### src/rtl/tmr16_pkg.sv
package tmr16_pkg;

    typedef enum logic [1:0] {
        REG_CNT_LO = 2'd0,
        REG_CNT_HI = 2'd1,
        REG_CTRL   = 2'd2,
        REG_STAT   = 2'd3
    } reg_addr_e;

    typedef struct packed {
        logic       mode16;
        logic [1:0] spare;
        logic [1:0] ps;
        logic       sync;
        logic       ext;
        logic       en;
    } ctrl_t;

    typedef enum logic {
        EDGE_LOW  = 1'b0,
        EDGE_HIGH = 1'b1
    } edge_state_e;

endpackage

### src/rtl/tmr16_edge_fsm.sv
module tmr16_edge_fsm
    import tmr16_pkg::*;
#(
    parameter int SYNC_STAGES = 2
) (
    input  logic clk,
    input  logic rst_n,
    input  logic sync_en,
    input  logic lvl_in,
    output logic rise
);
    logic [SYNC_STAGES-1:0] chain_q;
    logic                   lvl;
    edge_state_e            state_q, state_d;

    always_ff @(posedge clk) begin
        if (!rst_n) chain_q <= '0;
        else        chain_q <= {chain_q[SYNC_STAGES-2:0], lvl_in};
    end

    assign lvl = sync_en ? chain_q[SYNC_STAGES-1] : lvl_in;

    // state register
    always_ff @(posedge clk) begin
        if (!rst_n) state_q <= EDGE_LOW;
        else        state_q <= state_d;
    end

    // next state
    always_comb begin
        state_d = state_q;
        unique case (state_q)
            EDGE_LOW:  state_d = lvl ? EDGE_HIGH : EDGE_LOW;
            EDGE_HIGH: state_d = lvl ? EDGE_HIGH : EDGE_LOW;
        endcase
    end

    // outputs
    always_comb begin
        rise = 1'b0;
        unique case (state_q)
            EDGE_LOW:  rise = lvl;
            EDGE_HIGH: rise = 1'b0;
        endcase
    end

    // one tick per rising edge
    p_single_pulse_r10: assert property (@(posedge clk) disable iff (!rst_n)
        rise |=> !rise);
    p_rise_enters_high_r10: assert property (@(posedge clk) disable iff (!rst_n)
        rise |=> state_q == EDGE_HIGH);

endmodule

### src/rtl/tmr16_tick_gen.sv
module tmr16_tick_gen #(
    parameter int PS_W        = 2,
    parameter int DIV_INT     = 4,
    parameter int SYNC_STAGES = 2
) (
    input  logic            clk,
    input  logic            rst_n,
    input  logic            en,
    input  logic            use_ext,
    input  logic            sync_ext,
    input  logic [PS_W-1:0] ps,
    input  logic            ext_clk,
    input  logic            clr_pre,
    output logic            count_tick
);
    localparam int DIV_W = (DIV_INT > 2) ? $clog2(DIV_INT) : 1;
    localparam int PRE_W = (1 << PS_W) - 1;

    logic [DIV_W-1:0] div_q;
    logic             int_tick;
    logic             ext_rise;
    logic             src_tick;
    logic [PRE_W-1:0] pre_q;
    logic [PRE_W-1:0] mask;

    always_ff @(posedge clk) begin
        if (!rst_n)                               div_q <= '0;
        else if (div_q == DIV_W'(DIV_INT - 1))    div_q <= '0;
        else                                      div_q <= div_q + 1'b1;
    end
    assign int_tick = (div_q == DIV_W'(DIV_INT - 1));

    tmr16_edge_fsm #(.SYNC_STAGES(SYNC_STAGES)) u_edge (
        .clk     (clk),
        .rst_n   (rst_n),
        .sync_en (sync_ext),
        .lvl_in  (ext_clk),
        .rise    (ext_rise)
    );

    assign src_tick = use_ext ? ext_rise : int_tick;

    always_comb begin
        for (int i = 0; i < PRE_W; i++) mask[i] = (i < int'(ps));
    end

    always_ff @(posedge clk) begin
        if (!rst_n || clr_pre)    pre_q <= '0;
        else if (en && src_tick)  pre_q <= pre_q + 1'b1;
    end

    assign count_tick = en && src_tick && ((pre_q & mask) == mask);

    // a low-byte write leaves the prescaler at zero
    p_prescale_clear_r7: assert property (@(posedge clk) disable iff (!rst_n)
        clr_pre |=> pre_q == '0);
    // internal ticks are never back to back
    p_internal_spacing_r8: assert property (@(posedge clk) disable iff (!rst_n)
        int_tick |=> !int_tick);

endmodule

### src/rtl/tmr16_count_core.sv
module tmr16_count_core #(
    parameter int DATA_W = 8
) (
    input  logic              clk,
    input  logic              rst_n,
    input  logic              wr_lo,
    input  logic              wr_hi_live,
    input  logic              mode16,
    input  logic [DATA_W-1:0] wdata,
    input  logic [DATA_W-1:0] hbuf,
    input  logic              inc,
    input  logic              trig,
    output logic [2*DATA_W-1:0] cnt,
    output logic              ovf
);
    localparam int CNT_W = 2 * DATA_W;

    logic [CNT_W-1:0] cnt_q;
    logic             bus_wins;

    assign bus_wins = wr_lo || wr_hi_live;

    always_ff @(posedge clk) begin
        if (!rst_n) begin
            cnt_q <= '0;
        end else if (wr_lo) begin
            cnt_q <= {(mode16 ? hbuf : cnt_q[CNT_W-1:DATA_W]), wdata};
        end else if (wr_hi_live) begin
            cnt_q[CNT_W-1:DATA_W] <= wdata;
        end else if (trig) begin
            cnt_q <= '0;
        end else if (inc) begin
            cnt_q <= cnt_q + 1'b1;
        end
    end

    assign cnt = cnt_q;
    assign ovf = inc && !bus_wins && !trig && (cnt_q == {CNT_W{1'b1}});

    // bus write beats increment
    p_lo_write_wins_r13: assert property (@(posedge clk) disable iff (!rst_n)
        wr_lo |=> cnt_q[DATA_W-1:0] == $past(wdata));
    // trigger clears the count
    p_trigger_clear_r12: assert property (@(posedge clk) disable iff (!rst_n)
        (trig && !bus_wins) |=> cnt_q == '0);
    // wrap lands on zero
    p_wrap_zero_r11: assert property (@(posedge clk) disable iff (!rst_n)
        ovf |=> cnt_q == '0);
    // without a tick or access, count holds
    p_hold_r9: assert property (@(posedge clk) disable iff (!rst_n)
        (!inc && !bus_wins && !trig) |=> $stable(cnt_q));

endmodule

### src/rtl/tmr16_bus_regs.sv
module tmr16_bus_regs
    import tmr16_pkg::*;
#(
    parameter int DATA_W = 8,
    parameter int ADDR_W = 2,
    parameter int PS_W   = 2
) (
    input  logic                clk,
    input  logic                rst_n,
    input  logic [ADDR_W-1:0]   bus_addr,
    input  logic [DATA_W-1:0]   bus_wdata,
    input  logic                bus_wr,
    input  logic                bus_rd,
    output logic [DATA_W-1:0]   bus_rdata,
    input  logic [2*DATA_W-1:0] cnt,
    input  logic                ovf,
    output logic                en,
    output logic                use_ext,
    output logic                sync_ext,
    output logic [PS_W-1:0]     ps,
    output logic                mode16,
    output logic [DATA_W-1:0]   hbuf,
    output logic                wr_lo,
    output logic                wr_hi_live,
    output logic                clr_pre,
    output logic                irq
);
    localparam int CNT_W = 2 * DATA_W;

    ctrl_t             ctrl_q;
    logic [DATA_W-1:0] hbuf_q;
    logic              flag_q, ie_q;
    logic              sel_lo, sel_hi, sel_ctrl, sel_stat;
    logic              rd_lo, wr_hi_buf, wr_stat;

    assign sel_lo   = (bus_addr == ADDR_W'(REG_CNT_LO));
    assign sel_hi   = (bus_addr == ADDR_W'(REG_CNT_HI));
    assign sel_ctrl = (bus_addr == ADDR_W'(REG_CTRL));
    assign sel_stat = (bus_addr == ADDR_W'(REG_STAT));

    assign wr_lo      = bus_wr && sel_lo;
    assign wr_hi_live = bus_wr && sel_hi && !ctrl_q.mode16;
    assign wr_hi_buf  = bus_wr && sel_hi &&  ctrl_q.mode16;
    assign wr_stat    = bus_wr && sel_stat;
    assign rd_lo      = bus_rd && !bus_wr && sel_lo;
    assign clr_pre    = wr_lo;

    always_ff @(posedge clk) begin
        if (!rst_n)                       ctrl_q <= '0;
        else if (bus_wr && sel_ctrl)      ctrl_q <= ctrl_t'(bus_wdata[7:0]);
    end

    always_ff @(posedge clk) begin
        if (!rst_n)                       hbuf_q <= '0;
        else if (wr_hi_buf)               hbuf_q <= bus_wdata;
        else if (rd_lo && ctrl_q.mode16)  hbuf_q <= cnt[CNT_W-1:DATA_W];
    end

    always_ff @(posedge clk) begin
        if (!rst_n) begin
            flag_q <= 1'b0;
            ie_q   <= 1'b0;
        end else begin
            if (wr_stat) ie_q <= bus_wdata[1];
            if (ovf)                           flag_q <= 1'b1;
            else if (wr_stat && !bus_wdata[0]) flag_q <= 1'b0;
        end
    end

    always_comb begin
        bus_rdata = '0;
        if (bus_rd) begin
            unique case (1'b1)
                sel_lo:   bus_rdata = cnt[DATA_W-1:0];
                sel_hi:   bus_rdata = ctrl_q.mode16 ? hbuf_q : cnt[CNT_W-1:DATA_W];
                sel_ctrl: bus_rdata = DATA_W'(ctrl_q);
                sel_stat: bus_rdata = DATA_W'({ie_q, flag_q});
            endcase
        end
    end

    assign en       = ctrl_q.en;
    assign use_ext  = ctrl_q.ext;
    assign sync_ext = ctrl_q.sync;
    assign ps       = ctrl_q.ps;
    assign mode16   = ctrl_q.mode16;
    assign hbuf     = hbuf_q;
    assign irq      = flag_q && ie_q;

    // low-byte read in shadowed mode captures live high byte
    p_buffer_latch_r4: assert property (@(posedge clk) disable iff (!rst_n)
        (rd_lo && ctrl_q.mode16) |=> hbuf_q == $past(cnt[CNT_W-1:DATA_W]));
    // low-byte read outside shadowed mode keeps the buffer
    p_buffer_keep_r3: assert property (@(posedge clk) disable iff (!rst_n)
        (rd_lo && !ctrl_q.mode16) |=> $stable(hbuf_q));
    // overflow sets the flag, and it stays until a zero is written
    p_flag_set_r11: assert property (@(posedge clk) disable iff (!rst_n)
        ovf |=> flag_q);
    p_flag_sticky_r11: assert property (@(posedge clk) disable iff (!rst_n)
        (flag_q && !(wr_stat && !bus_wdata[0])) |=> flag_q);
    p_no_irq_without_enable_r11: assert property (@(posedge clk) disable iff (!rst_n)
        !ie_q |-> !irq);
    p_bus_exclusive_r2: assert property (@(posedge clk) disable iff (!rst_n)
        !(bus_rd && bus_wr));

endmodule

### src/rtl/tmr16_buffered.sv
module tmr16_buffered
    import tmr16_pkg::*;
#(
    parameter int DATA_W      = 8,
    parameter int ADDR_W      = 2,
    parameter int PS_W        = 2,
    parameter int DIV_INT     = 4,
    parameter int SYNC_STAGES = 2
) (
    input  logic              clk,
    input  logic              rst_n,
    input  logic [ADDR_W-1:0] bus_addr,
    input  logic [DATA_W-1:0] bus_wdata,
    input  logic              bus_wr,
    input  logic              bus_rd,
    output logic [DATA_W-1:0] bus_rdata,
    input  logic              ext_clk,
    input  logic              trig_clear,
    output logic              irq
);
    localparam int CNT_W = 2 * DATA_W;

    logic [CNT_W-1:0]  cnt;
    logic              ovf;
    logic              en, use_ext, sync_ext, mode16;
    logic [PS_W-1:0]   ps;
    logic [DATA_W-1:0] hbuf;
    logic              wr_lo, wr_hi_live, clr_pre;
    logic              count_tick;

    tmr16_bus_regs #(.DATA_W(DATA_W), .ADDR_W(ADDR_W), .PS_W(PS_W)) u_regs (
        .clk        (clk),
        .rst_n      (rst_n),
        .bus_addr   (bus_addr),
        .bus_wdata  (bus_wdata),
        .bus_wr     (bus_wr),
        .bus_rd     (bus_rd),
        .bus_rdata  (bus_rdata),
        .cnt        (cnt),
        .ovf        (ovf),
        .en         (en),
        .use_ext    (use_ext),
        .sync_ext   (sync_ext),
        .ps         (ps),
        .mode16     (mode16),
        .hbuf       (hbuf),
        .wr_lo      (wr_lo),
        .wr_hi_live (wr_hi_live),
        .clr_pre    (clr_pre),
        .irq        (irq)
    );

    tmr16_tick_gen #(.PS_W(PS_W), .DIV_INT(DIV_INT), .SYNC_STAGES(SYNC_STAGES)) u_tick (
        .clk        (clk),
        .rst_n      (rst_n),
        .en         (en),
        .use_ext    (use_ext),
        .sync_ext   (sync_ext),
        .ps         (ps),
        .ext_clk    (ext_clk),
        .clr_pre    (clr_pre),
        .count_tick (count_tick)
    );

    tmr16_count_core #(.DATA_W(DATA_W)) u_core (
        .clk        (clk),
        .rst_n      (rst_n),
        .wr_lo      (wr_lo),
        .wr_hi_live (wr_hi_live),
        .mode16     (mode16),
        .wdata      (bus_wdata),
        .hbuf       (hbuf),
        .inc        (count_tick),
        .trig       (trig_clear),
        .cnt        (cnt),
        .ovf        (ovf)
    );

endmodule

### config.mk
export PLATFORM = sky130hd
export DESIGN_NAME = tmr16_buffered
export DESIGN_NICKNAME = d
export VERILOG_FILES = /design/src/rtl/tmr16_pkg.sv /design/src/rtl/tmr16_edge_fsm.sv /design/src/rtl/tmr16_tick_gen.sv /design/src/rtl/tmr16_count_core.sv /design/src/rtl/tmr16_bus_regs.sv /design/src/rtl/tmr16_buffered.sv
export SDC_FILE = /design/constraint.sdc
export NUM_CORES = 1
export LEC_CHECK = 0
export ABC_AREA = 1
export ABC_CLOCK_PERIOD_IN_PS = 1800
export BUFFER_PORTS_ARGS = -buffer_cell sky130_fd_sc_hd__buf_2
export CAP_MARGIN = 20
export CORE_UTILIZATION = 59
export CTS_CLUSTER_DIAMETER = 40
export DETAILED_ROUTE_END_ITERATION = 16
export PLACE_DENSITY_LB_ADDON = 0.25
export SETUP_SLACK_MARGIN = 0.02
export SKIP_CTS_REPAIR_TIMING = 1
export SLEW_MARGIN = 10
export SYNTH_ARGS = -nofsm -noshare
export SYNTH_HDL_FRONTEND = slang
export SYNTH_SLANG_ARGS = --single-unit
### constraint.sdc
create_clock -name clk -period 1.8 [get_ports clk]
set_clock_uncertainty 0.2 [all_clocks]
set_input_delay 0.09 -clock clk [delete_from_list [all_inputs] [get_ports clk]]
set_output_delay 0.09 -clock clk [all_outputs]
set_load 0.02 [all_outputs]
### Word-level counts from Yosys, hierarchy flattened

Cells that the tools add are included.

* divide/modulo/power cells: 0
* eq/ne operators: 7
* $mul: 0
* $add $sub $neg: 3
* bitwise gates (word level): 3
* multiplexer cells: 16
* $lt $le $gt $ge: 3
* reduce and logical (&&, ||, !) cells: 31
* shift operators: 0

Operators by type and width (number)
* $mux W16: 3
* $mux W8: 6
* $pmux W8 S4: 1
* $add A16 B1 Y16 const B: 1
* $eq A16 B16 Y1 const B: 1
* $logic_and A1 B1 Y1: 16
* $eq A2 B2 Y1 const B: 3
* $logic_not A1 Y1: 6
* $mux W1: 5
* $lt A1 B2 Y1 const A: 2
* $reduce_bool A2 Y1: 2
* $reduce_bool A4 Y1: 1
* $add A3 B1 Y3 const B: 1
* $and A3 B3 Y3: 1
* $eq A3 B3 Y1: 1
* $reduce_bool A3 Y1: 1
* $add A2 B1 Y2 const B: 1
* $eq A2 B1 Y1 const B: 1
* $logic_not A2 Y1: 1
* $logic_or A1 B1 Y1: 2
* $lt A2 B2 Y1 const A: 1
* $ne A2 B1 Y1 const B: 1
* $not A1 Y1: 2
* $pmux W1 S2: 1
* 2 further kinds: 2

* bits in read-only memories: 0
* input bits: 16
* memories: 0
* latch bits: 0
* word-level logic and storage cells: 78
* bits in writable memories: 0
* flip-flop bits (word level): 42
* output and inout port bits: 9

### Logic depth before layout (Yosys ltp)

* word-level depth: 9
* gate-level depth with buffers: 11
* gate-level depth less buffers: 11

### Cells and area by module

A second synthesis with hierarchy kept.

* cell total of the unflattened synthesis: 442
* area total of the unflattened synthesis: 2835.2 um^2

Modules (own cells, without submodules)
* tmr16_count_core: times used 1, area each 1239.9 um^2, sequential area each 320.3 um^2, cells each 208
* tmr16_bus_regs: times used 1, area each 1208.7 um^2, sequential area each 360.3 um^2, cells each 182
* tmr16_tick_gen: times used 1, area each 277.8 um^2, sequential area each 100.1 um^2, cells each 36
* tmr16_edge_fsm: times used 1, area each 108.9 um^2, sequential area each 60.1 um^2, cells each 16

### Least setup slack after synthesis

Ideal clock, no wire load.

* path type: register -> register
* start: register u_core.cnt_q[1], in the netlist u_core.cnt[1]
* end: register u_core.cnt_q[14], in the netlist u_core.cnt[14]
* setup time: 0.115 ns
* required time: 1.485 ns
* cell stages (with the launch flop): 10
* path buffers: 0
* path slack: 0.173 ns
* data arrival time: 1.312 ns
* period minus slack after synthesis: 1.627 ns
* path through: dfxtp_1 -> ha_1 -> nand3_1 -> inv_1 -> nand2_1 -> nor2_1 -> xor2_1 -> nor2_1 -> nor2_2 -> nor2_1

* cells in the longest elaborated chain, start to end: 5

RTL lines
* start: declaration: RTL line tmr16_count_core.sv:18 `logic [CNT_W-1:0] cnt_q;`
* start signal: assignment: RTL line tmr16_count_core.sv:27 `cnt_q <= {(mode16 ? hbuf : cnt_q[CNT_W-1:DATA_W]), wdata};`
* start signal: indexed assignment: RTL line tmr16_count_core.sv:29 `cnt_q[CNT_W-1:DATA_W] <= wdata;`
* start signal: assignment: RTL line tmr16_count_core.sv:33 `cnt_q <= cnt_q + 1'b1;`
* $add A16 B1 Y16: RTL line tmr16_count_core.sv:33
* $mux W16: RTL line tmr16_count_core.sv:32 `end else if (inc) begin`
* $mux W16: RTL line tmr16_count_core.sv:30 `end else if (trig) begin`
* $mux W8: RTL line tmr16_count_core.sv:28 `end else if (wr_hi_live) begin`
* $mux W16: RTL line tmr16_count_core.sv:26 `end else if (wr_lo) begin`

Every way passes these cells. The select of a mux whose other input is x is not followed.
A chain may end at the register's enable or synchronous reset.

### Final worst setup path

* start: register u_regs.ctrl_q (netlist bit u_regs.mode16)
* end: output bus_rdata[2]

* cells in the longest elaborated chain, start to end: 3

RTL lines
* start: declaration: RTL line tmr16_bus_regs.sv:30 `ctrl_t ctrl_q;`
* start signal: assignment: RTL line tmr16_bus_regs.sv:50 `else if (bus_wr && sel_ctrl) ctrl_q <= ctrl_t'(bus_wdata[7:0]);`
* $mux W8
* $pmux W8 S4: RTL line tmr16_bus_regs.sv:73 `unique case (1'b1)`
* $mux W8: RTL line tmr16_bus_regs.sv:72 `if (bus_rd) begin`
* end: declaration: RTL line tmr16_buffered.sv:16 `output logic [DATA_W-1:0] bus_rdata,`

Every way passes these cells.

==> metrics.md <==
| Metric | Value |
|---|---|
| N_diodes | 0 |
| Outcome | complete, but fails checks |
| CTS Buf Count | 5 |
| Detailed Route WL | about 8300 um |
| Die Wd | roughly 70 um |
| First-pass GRT wire length | around 13000 um |
| Row Count | 24 |
| Share of layout cells above drive strength 1 | approximately 22% |
| Cell variety after synth | 32 |
| Syn Nets | ~460 |
| Avg Cell Area, Syn | 6.17 um2 |
| Count of final max-slew check failures | 0 |
| Ys Warns | 0 |
| Peak VDD IR | between 0.4 and 0.5 mV |
| Hold path depth | 3 |
| Synth Instances | 440 |
| Least-Margin Pin Slew | 0.486 ns |
| Non-Filler Instances | between 500 and 600 |
| Post-synth EDFFs | 0 |
| DP HPWL | 5990 um |
| CP Class | register to primary output |
| Final setup violation count | 0 |
| Hold Crit Class | input pin to register |
| Routed vias/inst | approximately 5.8 |
| Routed via count | roughly 3200 |
| Synth area leader | dfxtp_1 |
| Layout area overhead | 23.3% |
| Leakage power | ~1.5 nW |
| Total negative setup slack | 0 ns |
| # DRC | 0 |
| Prevailing post-synth register cell | dfxtp_1 |
| Initial DRC count | approximately 430 |
| CORE AREA | between 4000 and 5000 um2 |
| DR WL/cell | ~15 um |
| Critical R2R Launch | u_regs.mode16$_SDFFE_PN0P_ |
| Worst reg-to-reg path cell count | 7 |
| HP Start | rst_n |
| Initial antenna violation count | 0 |
| Hold EP | u_tick.u_edge.chain_q[1]$_SDFF_PN0_ |
| RSZ-0062 raised after global routing | true |
| Reg-to-Reg End | u_core.cnt[8]$_SDFFE_PN0P_ |
| Power Dens Cells | about 650 nW/um2 |
| Antenna Violating Nets Remaining | 0 |
| Latest clock arrival within the worst-skew pair | ~0.31 ns |
| Fmax | 568 MHz |
| Post-synthesis compound-gate area fraction | approximately a fifth |
| Vias in the first global route | around 2800 |
| Top-area cell type share of the netlist area | between 30% and 40% |
| Initial Util | around 62% |
| Register area share after synthesis | a little under a third |
| Synthesis-stage register bit count | 42 |
| Post-synthesis mux area share | 0% |
| Clock root buffer | clkbuf_8 |
| Type of destination of the critical path | primary output |
| Max-slew headroom | around 68% |
| Largest family of logic cells by synthesized area | simple AND/OR/NAND/NOR gates |
| Post-Syn Area | ~2700 um2 |
| Clock transition at path regs | approximately 0.080 ns |
| GRT Total Usage | 33.8% |
| Synth Area in Adders | ~1.4% |
| H-tree Lvls | 2 |
| Largest net degree at the start of global routing | 22 |
| Io pins | 25 |
| Main area contributors after synthesis | dfxtp_1 31%, nand2_1 15%, a21oi_1 8.5% |
| Worst Path Arrival | between 1 and 1.5 ns |
| Finished Core Util | about three quarters |
| XOR/XNOR Fraction of Synth Area | less than 1% |
| Simple-gate portion of the synthesized area | 35.1% |
| Final Hold Viols | 1 |
| Failing checks | hold timing |
| Final min period | 1.76 ns |
| # clock sinks | 42 |
| Drt pass-1 iters | 5 |
| RePlAce Congestion | 0.964 |
| WHS | -0.0103 ns |
| Ys async rst share | 0% |
| Die height | around 70 um |
| Congestion Overflow GR | 0 |
| Max Cap Violations | 0 |
| Final nets | 512 |
| R2R setup slack | about 0.090 ns |
| Die area | a little under 5000 um2 |
| Buffer levels on the longest clock path | 2 |
| Maximum fanout along the worst path | 9 |
| Crit start category | register |
| Placed cell count | around 530 |
| CTS tree | done |
| Port Buffers | 24 |
| Critical Path RT | between 1.5 and 2 ns |
| Fin crit share | 97.8% |
[flip-flops by register name, indices dropped and copies added (netlist names)]
| register | cells |
|---|---|
| u_core.cnt | 16 |
| u_regs.hbuf | 8 |
| u_tick.pre_q | 3 |
| u_regs.ctrl_q | 2 |
| u_regs.ps | 2 |
| u_tick.div_q | 2 |
| u_tick.u_edge.chain_q | 2 |
| u_regs.en | 1 |
| u_regs.flag_q | 1 |
| u_regs.ie_q | 1 |
| u_regs.mode16 | 1 |
| u_regs.sync_ext | 1 |
| u_regs.use_ext | 1 |
| u_tick.u_edge.state_q | 1 |
[critical path, cell delays in order (launching register included)]
cell and delay (ns):
dfxtp_4 0.43, inv_2 0.11, nand2_1 0.09, o21ai_2 0.07
a2bb2oi_2 0.14, a21oi_1 0.16, buf_4 0.17
[how the worst max path moves through the flow]
stage	end	slack, ns	startpoint
finish	bus_rdata[2]	0.04	u_regs.mode16$_SDFFE_PN0P_
global route	bus_rdata[4]	-0.003	u_regs.mode16$_SDFFE_PN0P_
CTS	bus_rdata[2]	-0.30	u_regs.mode16$_SDFFE_PN0P_
detailed placement	bus_rdata[2]	0.03	u_regs.mode16$_SDFFE_PN0P_
global placement	bus_rdata[2]	0.06	u_regs.mode16$_SDFFE_PN0P_
floorplan	u_core.cnt[14]$_SDFFE_PN0P_	0.17	u_core.cnt[1]$_SDFFE_PN0P_
[cells by family (layout without fill, tap and decap cells)]
kind of cell	after synthesis	after routing
adder cells (fa/ha/maj)	3	3
flip-flops	42	42
buffers and inverters	73	127
AO/OA/AOI/OAI	106	106
AND/OR/NAND/NOR	214	214
XOR/XNOR	2	2
[layer usage]
layer  track usage [%]  vias to the layer above  part of all wire (%)  wire length (um)
met4              13.8                        0                   2.8               229
met3              5.23                       32                    10               857
met1              46.3                     1409                    41              3380
li1                  -                     1548                     -                 -
met5                 0                        -                     0                 0
met2              53.2                      203                    46              3830
[metrics by stage]
stage                     hold WS (ns)  power, mW  setup WS, ns  instance area (um2)
after floorplan                -0.0165       1.34         0.173                 2710
after global placement          0.0969       1.48        0.0574                 2990
after detailed placement         0.111       1.49        0.0348                 2990
after CTS                       -0.202       2.09        -0.300                 3070
after global routing           0.00180       2.26      -0.00306                 3350
final                          -0.0103       2.18        0.0400                 3350
[layout by cell type, fill, tap and decap left out, types with 7 or more instances in the layout]
cell	count
o22ai_1	8
a21oi_1	43
inv_2	7
inv_1	54
dlygate4sd3_1	10
buf_2	20
nor2_1	46
buf_4	25
dfxtp_2	7
o21ai_2	7
o21ai_0	33
dfxtp_1	33
nand3_1	25
nand2_1	105
[cells in the mapped netlist, drive strengths merged (3+ instances only)]
master  number
inv         61
a21oi       46
nor2        54
nor3         7
nand2      113
ha           3
o21ai       47
buf          9
nand3       31
o22ai        9
nand4        4
clkbuf       3
dfxtp       42
[layout make-up]
type / count / area (um2)
Inverter: 61 / 229
Clock buffer: 6 / 72.6
Sequential cell: 42 / 857
Tap cell: 52 / 65.1
Timing Repair Buffer: 58 / 422
Fill cell: 334 / 1040
Clock inverter: 2 / 13.8
Multi-Input combinational cell: 325 / 1690
[power by group]
part,internal [mW],switching [mW]
Combinational,0.194,0.310
Clock,0.274,0.358
Sequential,0.983,0.0559
Total,1.45,0.724
(Power assumes the default switching activity.)
